[config.mk]
export PLATFORM = sky130hd
export DESIGN_NAME = mbist_march
export DESIGN_NICKNAME = d
export VERILOG_FILES = /design/src/rtl/mbist_march.sv
export SDC_FILE = /design/constraint.sdc
export NUM_CORES = 1
export LEC_CHECK = 0
export ABC_CLOCK_PERIOD_IN_PS = 3300
export BUFFER_PORTS_ARGS = -buffer_cell sky130_fd_sc_hd__buf_2
export CELL_PAD_IN_SITES_DETAIL_PLACEMENT = 1
export CELL_PAD_IN_SITES_GLOBAL_PLACEMENT = 2
export CORE_MARGIN = 1.5
export CORE_UTILIZATION = 36
export CTS_CLUSTER_DIAMETER = 100
export DETAILED_ROUTE_END_ITERATION = 8
export PLACE_DENSITY = 0.83
export SETUP_SLACK_MARGIN = 0.4
export SYNTH_ARGS = -nofsm -noshare
export SYNTH_HDL_FRONTEND = slang
export SYNTH_SLANG_ARGS = --single-unit
[constraint.sdc]
create_clock -name clk -period 3.3 [get_ports clk]
set_input_delay 0 -clock clk [delete_from_list [all_inputs] [get_ports clk]]
set_output_delay 0 -clock clk [all_outputs]
set_load 0.03 [all_outputs]
[src/rtl/mbist_march.sv]
module mbist_march #(
  parameter int ADDR_W = 4,
  parameter int DATA_W = 8,
  parameter int ROW_W  = 2
) (
  input  logic              clk,
  input  logic              rst_n,
  input  logic              start,
  input  logic [1:0]        algo,
  output logic              mem_we,
  output logic              mem_re,
  output logic [ADDR_W-1:0] mem_addr,
  output logic [DATA_W-1:0] mem_wdata,
  input  logic [DATA_W-1:0] mem_rdata,
  output logic              busy,
  output logic              done,
  output logic              fail,
  output logic [ADDR_W-1:0] fail_addr,
  output logic [1:0]        fail_elem,
  output logic [DATA_W-1:0] fail_data
);
  localparam int COL_W = ADDR_W - ROW_W;
  localparam logic [ADDR_W-1:0] TOP = {ADDR_W{1'b1}};

  // descriptor: {last, down, two_ops, first_is_read, val0, val1}
  function automatic logic [5:0] desc(input logic [1:0] a, input logic [1:0] e);
    if (a == 2'd0) begin
      case (e)
        2'd0:    desc = 6'b000000;
        2'd1:    desc = 6'b001101;
        default: desc = 6'b111110;
      endcase
    end else begin
      case (e)
        2'd0:    desc = 6'b000000;
        2'd1:    desc = 6'b000100;
        2'd2:    desc = 6'b000010;
        default: desc = 6'b100110;
      endcase
    end
  endfunction

  logic              run, fin, opi;
  logic [1:0]        algo_q, elem;
  logic [ADDR_W-1:0] addr;
  logic              rd_pend, rd_exp;
  logic [ADDR_W-1:0] rd_addr;
  logic [1:0]        rd_elem;

  logic [5:0] d, dn;
  logic       par, cur_rd, cur_bit, last_op;
  logic [ADDR_W-1:0] end_addr;

  assign d        = desc(algo_q, elem);
  assign dn       = desc(algo_q, elem + 2'd1);
  assign par      = addr[COL_W] ^ addr[0];
  assign cur_rd   = !opi && d[2];
  assign cur_bit  = (opi ? d[0] : d[1]) ^ ((algo_q == 2'd2) && par);
  assign last_op  = (opi == d[3]);
  assign end_addr = d[4] ? '0 : TOP;

  assign mem_we    = run && !cur_rd;
  assign mem_re    = run && cur_rd;
  assign mem_addr  = addr;
  assign mem_wdata = {DATA_W{cur_bit}};
  assign busy      = run || fin;

  always_ff @(posedge clk or negedge rst_n) begin
    if (!rst_n) begin
      run <= 1'b0; fin <= 1'b0; done <= 1'b0; opi <= 1'b0;
      algo_q <= '0; elem <= '0; addr <= '0;
    end else if (start && !busy) begin
      algo_q <= algo; elem <= '0; addr <= '0; opi <= 1'b0; done <= 1'b0;
      run <= (algo != 2'd3);
      fin <= (algo == 2'd3);
    end else if (run) begin
      opi <= !last_op;
      if (last_op) begin
        if (addr == end_addr) begin
          if (d[5]) begin
            run <= 1'b0;
            fin <= 1'b1;
          end else begin
            elem <= elem + 2'd1;
            addr <= dn[4] ? TOP : '0;
          end
        end else begin
          addr <= d[4] ? addr - 1'b1 : addr + 1'b1;
        end
      end
    end else if (fin) begin
      fin  <= 1'b0;
      done <= 1'b1;
    end
  end

  always_ff @(posedge clk or negedge rst_n) begin
    if (!rst_n) begin
      rd_pend <= 1'b0; rd_exp <= 1'b0; rd_addr <= '0; rd_elem <= '0;
      fail <= 1'b0; fail_addr <= '0; fail_elem <= '0; fail_data <= '0;
    end else begin
      rd_pend <= mem_re;
      rd_exp  <= cur_bit;
      rd_addr <= addr;
      rd_elem <= elem;
      if (start && !busy) begin
        fail <= 1'b0; fail_addr <= '0; fail_elem <= '0; fail_data <= '0;
      end else if (rd_pend && !fail && (mem_rdata != {DATA_W{rd_exp}})) begin
        fail      <= 1'b1;
        fail_addr <= rd_addr;
        fail_elem <= rd_elem;
        fail_data <= mem_rdata;
      end
    end
  end
endmodule

Word level (Yosys, flattened, before mapping)

Index checks and enable logic that the tools add are counted.

Bitwise operators: 2
Reduce and logical (&&, ||, !) cells: 25
Equal/unequal tests: 16
Muxes and demuxes: 43
Add/subtract/negate cells: 3

Operator list:

| cell                                             | number |
|---|---|
| 2-to-1 mux 4 bit                                 | 10 |
| 2-to-1 mux 1 bit                                 | 18 |
| one-hot mux 6 bit (3 select lines)               | 1 |
| 2-to-1 mux 8 bit                                 | 2 |
| 2-to-1 mux 2 bit                                 | 7 |
| one-hot mux 6 bit (2 select lines)               | 1 |
| one-hot mux 5 bit (2 select lines)               | 1 |
| nonzero test 2 bit                               | 5 |
| != test 3 x 1 -> 1 bit, second input constant    | 3 |
| one-hot mux 3 bit (3 select lines)               | 1 |
| == test 2 bit, second input constant             | 4 |
| != test 8 bit                                    | 1 |
| logical AND 1 bit                                | 7 |
| logical NOT 2 bit                                | 3 |
| 2-to-1 mux 6 bit                                 | 1 |
| AND reduction 3 bit                              | 2 |
| logical NOT 1 bit                                | 5 |
| 2-to-1 mux 5 bit                                 | 1 |
| adder 4 x 1 -> 4 bit, second input constant      | 1 |
| == test 2 x 1 -> 1 bit, second input constant    | 2 |
| == test 4 bit                                    | 1 |
| != test 2 x 1 -> 1 bit, second input constant    | 2 |
| AND reduction 4 bit                              | 1 |
| subtractor 4 x 1 -> 4 bit, second input constant | 1 |
| 7 further kinds                                  | 8 |

Register bits after elaboration: 35
Word-level logic and storage cells: 104
Input bits: 13

Depth between registers and ports, before layout

Gate-level depths: netlist (run 1).

Depth in word-level cells: 10
Gate-level depth with buffers: 10

Least setup slack after synthesis (run 1)

OpenSTA, ideal clock, no wires.

Kind: register to register
From: register elem[1]
To: register addr[2], in the netlist mem_addr[2]
Buffers on the path: 0
Data arrival time: 2.083 ns
Slack: 1.096 ns
Data required time: 3.179 ns
Clock period less this slack: 2.204 ns
Cell stages (with the launch flop): 11
Cells stage by stage: dfrtp_1 -> inv_1 -> ha_1 -> nor4_4 -> xor2_1 -> ha_1 -> o21a_1 -> o21ai_0 -> o21ai_0 -> mux2i_1 -> a22o_1

Longest elaborated chain between the ends: 10
Elaborated cells between the ends (all ways): 24

RTL lines:

| item                                                               | line | RTL |
|---|---|---|
| start: declaration                                                 | 44   | `logic [1:0] algo_q, elem;` |
| start signal: assignment                                           | 84   | `elem <= elem + 2'd1;` |
| adder 2 x 1 -> 2 bit                                               | 55   | `assign dn = desc(algo_q, elem + 2'd1);` |
| == test 2 x 1 -> 1 bit / logical NOT 2 bit (equally long branches) | 28   | `case (e)` |
| one-hot mux 5 bit (2 select lines)                                 | 28   |  |
| 2-to-1 mux 5 bit                                                   | 27   | `if (a == 2'd0) begin` |
| 2-to-1 mux 4 bit                                                   | 85   | `addr <= dn[4] ? TOP : '0;` |
| 2-to-1 mux 4 bit                                                   | 80   | `if (d[5]) begin` |
| 2-to-1 mux 4 bit                                                   | 79   | `if (addr == end_addr) begin` |
| 2-to-1 mux 4 bit                                                   | 78   | `if (last_op) begin` |
| 2-to-1 mux 4 bit                                                   | 76   | `end else if (run) begin` |
| 2-to-1 mux 4 bit                                                   | 72   | `end else if (start && !busy) begin` |
| end signal: assignment                                             | 85   |  |
| end signal: assignment                                             | 88   | `addr <= d[4] ? addr - 1'b1 : addr + 1'b1;` |
| end: declaration                                                   | 45   | `logic [ADDR_W-1:0] addr;` |

Parallel ways exist; a longest one is shown, timed or not. The select of a mux whose other input is x is not followed.
A chain may end at the register's enable or synchronous reset.

Final worst setup path (run 1)

From: register elem[0]
To: output mem_wdata[0]

Longest elaborated chain between the ends: 5
Elaborated cells between the ends (all ways): 8

RTL lines:

| item                                                                                            | line   | RTL |
|---|---|---|
| == test 2 bit (tied with other cells)                                                           | 34     | `case (e)` |
| one-hot mux 6 bit (3 select lines) / one-hot mux 6 bit (2 select lines) (equally long branches) | 34, 28 |  |
| 2-to-1 mux 6 bit (*)                                                                            | 27     |  |
| 2-to-1 mux 1 bit (*)                                                                            | 58     | `assign cur_bit = (opi ? d[0] : d[1]) ^ ((algo_q == 2'd2) && par);` |
| bitwise XOR 1 bit (*)                                                                           | 58     |  |
| end: declaration                                                                                | 13     | `output logic [DATA_W-1:0] mem_wdata,` |

Mark *: on every way between the ends. The rest lies on a longest branch, timed or not.

==> results of run 1 <==
==> cell families after synthesis <==
kind of cell / count (synthesis) / share of synthesized area
AOI/OAI and AO/OA: 39 / 0.184
xor gates and xnor gates: 7 / 0.0346
adders and majority gates: 5 / 0.0353
buffers and inverters: 20 / 0.0621
DFF: 35 / 0.494
muxes: 6 / 0.0360
and+or+nand+nor: 45 / 0.154
==> area by class of cell <==
type,count,area [um2]
fill,534,2510
tap,67,83.8
clock buffer,5,68.8
clock inverter,3,43.8
inverter,5,18.8
multi-input combinational,102,787
timing repair buffer,55,333
sequential,35,876
==> flip-flops by register name (all words and copies together) (netlist names) <==
register / count
fail_data: 8
fail_addr: 4
mem_addr: 4
rd_addr: 4
algo_q: 2
elem: 2
fail_elem: 2
rd_elem: 2
done: 1
fail: 1
fin: 1
opi: 1
rd_exp: 1
rd_pend: 1
run: 1
==> final timing paths <==
check	endpoint	depth (start not counted)
min in group asynchronous	fail_addr[1]	2
min	done	4
max	mem_wdata[0]	8
max reg2reg	mem_addr[2]	10
max in group asynchronous	run	2
min reg2reg	rd_elem[0]	0
==> worst max-delay path, stage by stage, from the launching register on <==
cell and delay [ns]:
dfrtp_1 0.41, inv_1 0.11, ha_1 0.28, nor3_2 0.34, nand2b_1 0.16, a21oi_1 0.16
a31oi_1 0.07, xnor2_1 0.46, buf_2 0.30
==> layout by cell type, fill, tap and decap left out, types with 2 or more instances in the layout <==
cell type      instances
a21oi_1                2
a22o_1                16
and2_1                 2
buf_2                 43
clkbuf_8               5
dfrtp_1               35
dlygate4sd3_1         11
ha_1                   5
inv_1                  4
mux2_2                 3
mux2i_1                3
nand2_1               13
nand2b_1               2
nand3_1                3
nand4_1                2
nor2_1                 6
nor2b_1                2
nor3_1                 2
nor3_2                 2
nor4_1                 2
o21ai_0                6
o31ai_1                2
xnor2_1                4
xor2_1                 3
==> through the flow <==
step | area (um2) | hold WS [ns] | utilization | std cells | worst slack, ns
floorplan | 1770 | -0.296 | - | 157 | 1.10
global placement | 1990 | 0.119 | 0.421 | 253 | 0.968
detailed placement | 1990 | 0.126 | 0.421 | 253 | 0.835
CTS | 2210 | 0.130 | 0.468 | 272 | 0.668
global route | 2210 | 0.175 | 0.468 | 272 | 0.444
finish | 2210 | 0.121 | 0.468 | 272 | 0.733
==> metal layers <==
layer / vias up / wire [um] / track usage
met2: 29 / 2030 / 0.291
met5: - / 0 / 0
li1: 651 / - / -
met3: 6 / 163 / 0.0387
met1: 688 / 1700 / 0.197
met4: 0 / 57 / 0.0566
==> repair_timing <==
| item | CTS | global route |
|---|---|---|
| hold endpoints to repair | 45 | 0 |
| buffers inserted | 0 | 0 |
| hold buffers | 11 | 0 |
==> power breakdown <==
| part | leakage [nW] | internal [W] | switching [W] |
|---|---|---|---|
| clock | 0.0581 | 0.000225 | 0.000155 |
| combinational | 0.534 | 0.000495 | 0.000941 |
| sequential | 0.449 | 0.000614 | 0.000194 |
| total | 1.04 | 0.00133 | 0.00129 |
==> cell usage after synthesis (all sizes together) (2+ instances only) <==
library cell / instances / area (um2)
dfrtp: 35 / 876
a22o: 16 / 140
nand2: 13 / 48.8
buf: 12 / 80.1
nor2: 8 / 40.0
o21ai: 7 / 35.0
ha: 5 / 62.6
inv: 5 / 18.8
a21oi: 4 / 35.0
nor3: 4 / 30.0
nor4: 4 / 46.3
xnor2: 4 / 35.0
and2: 3 / 20.0
clkbuf: 3 / 11.3
mux2: 3 / 33.8
mux2i: 3 / 30.0
nand3: 3 / 15.0
xor2: 3 / 26.3
a211oi: 2 / 27.5
nand2b: 2 / 12.5
nand4: 2 / 12.5
nor2b: 2 / 12.5
o31ai: 2 / 15.0
==> flow_summary.ini, run 1 <==
[synthesis]
syn-instance-count = 157
synth_cell_type_count = 47
yosysSeqAreaShare = 0.494
synth_warnings = 0
synth-edff-count = 0
syn_area_um2 = 1770
syn_nets = 175
synth_area_per_cell_um2 = 11.3
synth_async_sr_flop_share = 1.00
synthFlopType = dfrtp_1
ys_ff_latch = 35

[clock_tree]
cts-htree-levels = 2
cts_resized = 0
clockBufferDepth = 2
clk_latency_ns = 0.28
cts_tree = done
cts_buffers = 5
clock-sinks = 35
root_buffer = clkbuf_8
path_clk_slew_ns = 0.07

[worst_setup_path]
worstPathRequired_ns = 3.30
r2r_slack_ns = 0.81
endpoint_kind = output pin
crit_fanout = 9
timing.rr.start = elem[1]
startpoint_type = flip-flop
cp.arrival_ns = 2.57
startpoint = elem[0]
critPathKind = flip-flop to output pin

[power_and_ir_drop]
pwr_density_cell_nw_per_um2 = 1190
p_leak_nw = 1.04
power.total_w = 0.00262
ir_worst_vdd_mv = 0.431

[worst_hold_path]
worstHoldStart = start
hold_class = input port to flip-flop

[sta]
finalHoldViolCount = 0
worstMarginPinSlew_ns = 0.771
fin_crit_ns = 2.57
period_share = 0.778
drv_slew = 0
setup_viol_count_final = 0
rsz0062_at_grt = false
slew-limit-headroom = 0.486
fin_setup_tns_ns = 0
finalClockSkew_ns = 0.00592
timing.fmax_mhz = 390

[die]
core_um2 = 4720
die_h_um = 73.2
start_util = 0.375
row_count = 25
die_area_um2 = 5350
die_x_um = 73.2
io_pins = 44

[placed_design]
globalplace.congestion = 0.853
detailed_place_hpwl_mm = 2.86
port_buffers = 43

[detailed_routing]
drt_iter0_drc = 31
vias_per_cell = 5.05
dr_total_vias = 1374
first_pass_iters = 3
drc = 0
wirelength_mm = 3.95
wire_per_inst_um = 14.5
antenna_left = 0

[cells_and_area]
drive_gt1_frac = 0.337
fin_nets = 222
area_growth_pct = 24.7
diodes = 0

[grt]
grt_max_degree = 36
grt_usage = 0.165
antenna_found_initial = 0
grt_remaining_overflow = 0
grt_pass1_wl_mm = 6.68
grt_pass1_vias = 1379

[run_status]
status = finished clean

[flow_run]
drv_cap = 0
(Power assumes the default switching activity.)
==> inputs of run 2 (changes only) <==
ABC_AREA = 1   (was default)
ABC_CLOCK_PERIOD_IN_PS = 2230   (was 3300)
CORE_UTILIZATION = 27   (was 36)
PLACE_DENSITY = 0.73   (was 0.83)
clock period = 2.23 ns   (was 3.3 ns; I/O delays follow)
==> run 2 against run 1 <==
  * Register-to-register slack got worse by 0.49 ns
  * Sequential cell count did not move
  * Sequential share of layout area fell by 5.7 points
  * Critical path type unchanged
  * Via count rose by 21%
  * Highest routed layer unchanged
  * Non-clock buffer count rose by 18
  * Final cell count rose by 36%
  * Largest cell class is now multi-input combinational cells
  * Count of clock-buffer cells in the layout rose by 1
  * Synthesized cell count rose by 43%
==> flow_summary.ini, run 2 <==
[detailed_routing]
wirelength_mm = 5.17
drc = 0
dr_total_vias = 1667
antenna_left = 0
drt_iter0_drc = 35
vias_per_cell = 4.52
wire_per_inst_um = 14.0
first_pass_iters = 4

[grt]
grt_usage = 0.148
grt_remaining_overflow = 0
grt_pass1_vias = 1736
grt_pass1_wl_mm = 8.36
grt_max_degree = 36
antenna_found_initial = 0

[sta]
finalHoldViolCount = 0
fin_ws_ns = 0.262
fin_crit_ns = 1.97
finalClockSkew_ns = 0.00838
setup_viol_count_final = 0
timing.fmax_mhz = 508
fin_setup_tns_ns = 0
period_share = 0.882
slew-limit-headroom = 0.451
rsz0062_at_grt = true
drv_slew = 0
worstMarginPinSlew_ns = 0.823

[synthesis]
yosysMostFrequentCell = nand2_1
synthTopCellsByArea = dfrtp_1, nand2_1, nand3_1
synthFlopType = dfrtp_1
synth_async_sr_flop_share = 1.00
synth-edff-count = 0
syn_area_um2 = 1850
yosys-top-cells-count = nand2_1, dfrtp_1, nand3_1, inv_1, nor2_1
synth_area_per_cell_um2 = 8.24
synth_cell_type_count = 30
syn-instance-count = 224
synth_warnings = 0
yosysTopAreaCellShare = 0.475
yosysTopAreaCell = dfrtp_1
syn_nets = 242
ys_ff_latch = 35
yosysSeqAreaShare = 0.475

[worst_setup_path]
cp.arrival_ns = 1.97
critPathKind = flip-flop to output pin
worstPathRequired_ns = 2.23
startpoint_type = flip-flop
endpoint_kind = output pin
r2r_slack_ns = 0.32
crit_fanout = 4

[cells_and_area]
drive_gt1_frac = 0.356
area_growth_pct = 40.2
design_area_um2 = 2590
largest_reg_flops = 8
mostFrequentLayoutCells = nand2_1, buf_2, dfrtp_1, nand3_1, inv_1
diodes = 0
largest-register = fail_data
nFillCells = 786
layout_commonest_cell = nand2_1
fin_nets = 310

[flow_run]
drv_cap = 0

[die]
start_util = 0.286
core_um2 = 6460
row_count = 29
io_pins = 44
die_x_um = 85.7
die_h_um = 85.7
die_area_um2 = 7340

[placed_design]
port_buffers = 43
dpl-instance-area_um2 = 2100
dpl_worst_slack_ns = 0.271
detailed_place_hpwl_mm = 3.37
globalplace.congestion = 0.775

[clock_tree]
cts_buffers = 5
root_buffer = clkbuf_8
clockBufferDepth = 2
path_clk_slew_ns = 0.07
clk_latency_ns = 0.29
cts-htree-levels = 2
clock-sinks = 35
cts_tree = done

[run_status]
status = finished clean

[worst_hold_path]
hold_class = input port to flip-flop
-- run 2: critical path: stages (launching register included) --
cell and delay [ns]:
dfrtp_2 0.44, buf_4 0.14, ha_1 0.22, o21ai_2 0.10, a31oi_4 0.21, xor2_2 0.24
buf_4 0.19, buf_6 0.13
-- run 2: repair_timing --
action,4_1_cts,5_1_grt
hold endpoints to repair,45,0
pin swaps,7,6
hold buffers,11,0
setup buffers,11,4
resized for setup,39,10
cloned,1,0
endpoints found under the setup margin,17,32
-- run 2: cell type report --
class                   instances  area, um2  area share
multi-input cells             152        886       0.342
well taps                      77       96.3      0.0372
inverters                      25       98.8      0.0382
repair buffers                 73        541       0.209
flip-flops and latches         35        878       0.339
clock inverters                 1       5.00     0.00193
clock buffers                   6       82.6      0.0319
-- run 2: kinds of logic after synthesis --
family,Yosys count,share of synthesized area
AND/OR/NAND/NOR,123,0.304
adder cells (fa/ha/maj),5,0.0339
AO/OA/AOI/OAI,21,0.0739
buffers and inverters,37,0.0956
flip-flops,35,0.475
XOR/XNOR,3,0.0183
-- run 2: final timing paths --
kind | start | to | cells after the start
max in group asynchronous | rst_n | mem_addr[0] | 2
hold reg to reg | fail_addr[2] | fail_addr[2] | 2
setup / recovery | elem[0] | mem_wdata[5] | 7
min in group asynchronous | rst_n | done | 2
hold / removal | start | done | 4
setup reg to reg | elem[0] | elem[0] | 11
-- run 2: through the flow --
stage          instances  utilization  hold WS [ns]
3_3_place_gp         335        0.325         0.142
4_1_cts              365        0.390        0.0840
6_report             369        0.401        0.0987
5_1_grt              369        0.401         0.136
3_5_place_dp         335        0.325         0.145
2_1_floorplan        224            -        -0.296
-- run 2: per-layer routing --
metal  up-vias  GRT usage  wire length [um]
met5         -          0                 0
met4         0     0.0557               102
met3        10     0.0375               169
met2        35      0.256              2540
met1       791      0.178              2360
li1        831          -                 -
Power of run 2 is left out: the tool's default activity adds up to more than one toggle a clock period on the data nets, which glitch-free logic cannot reach.
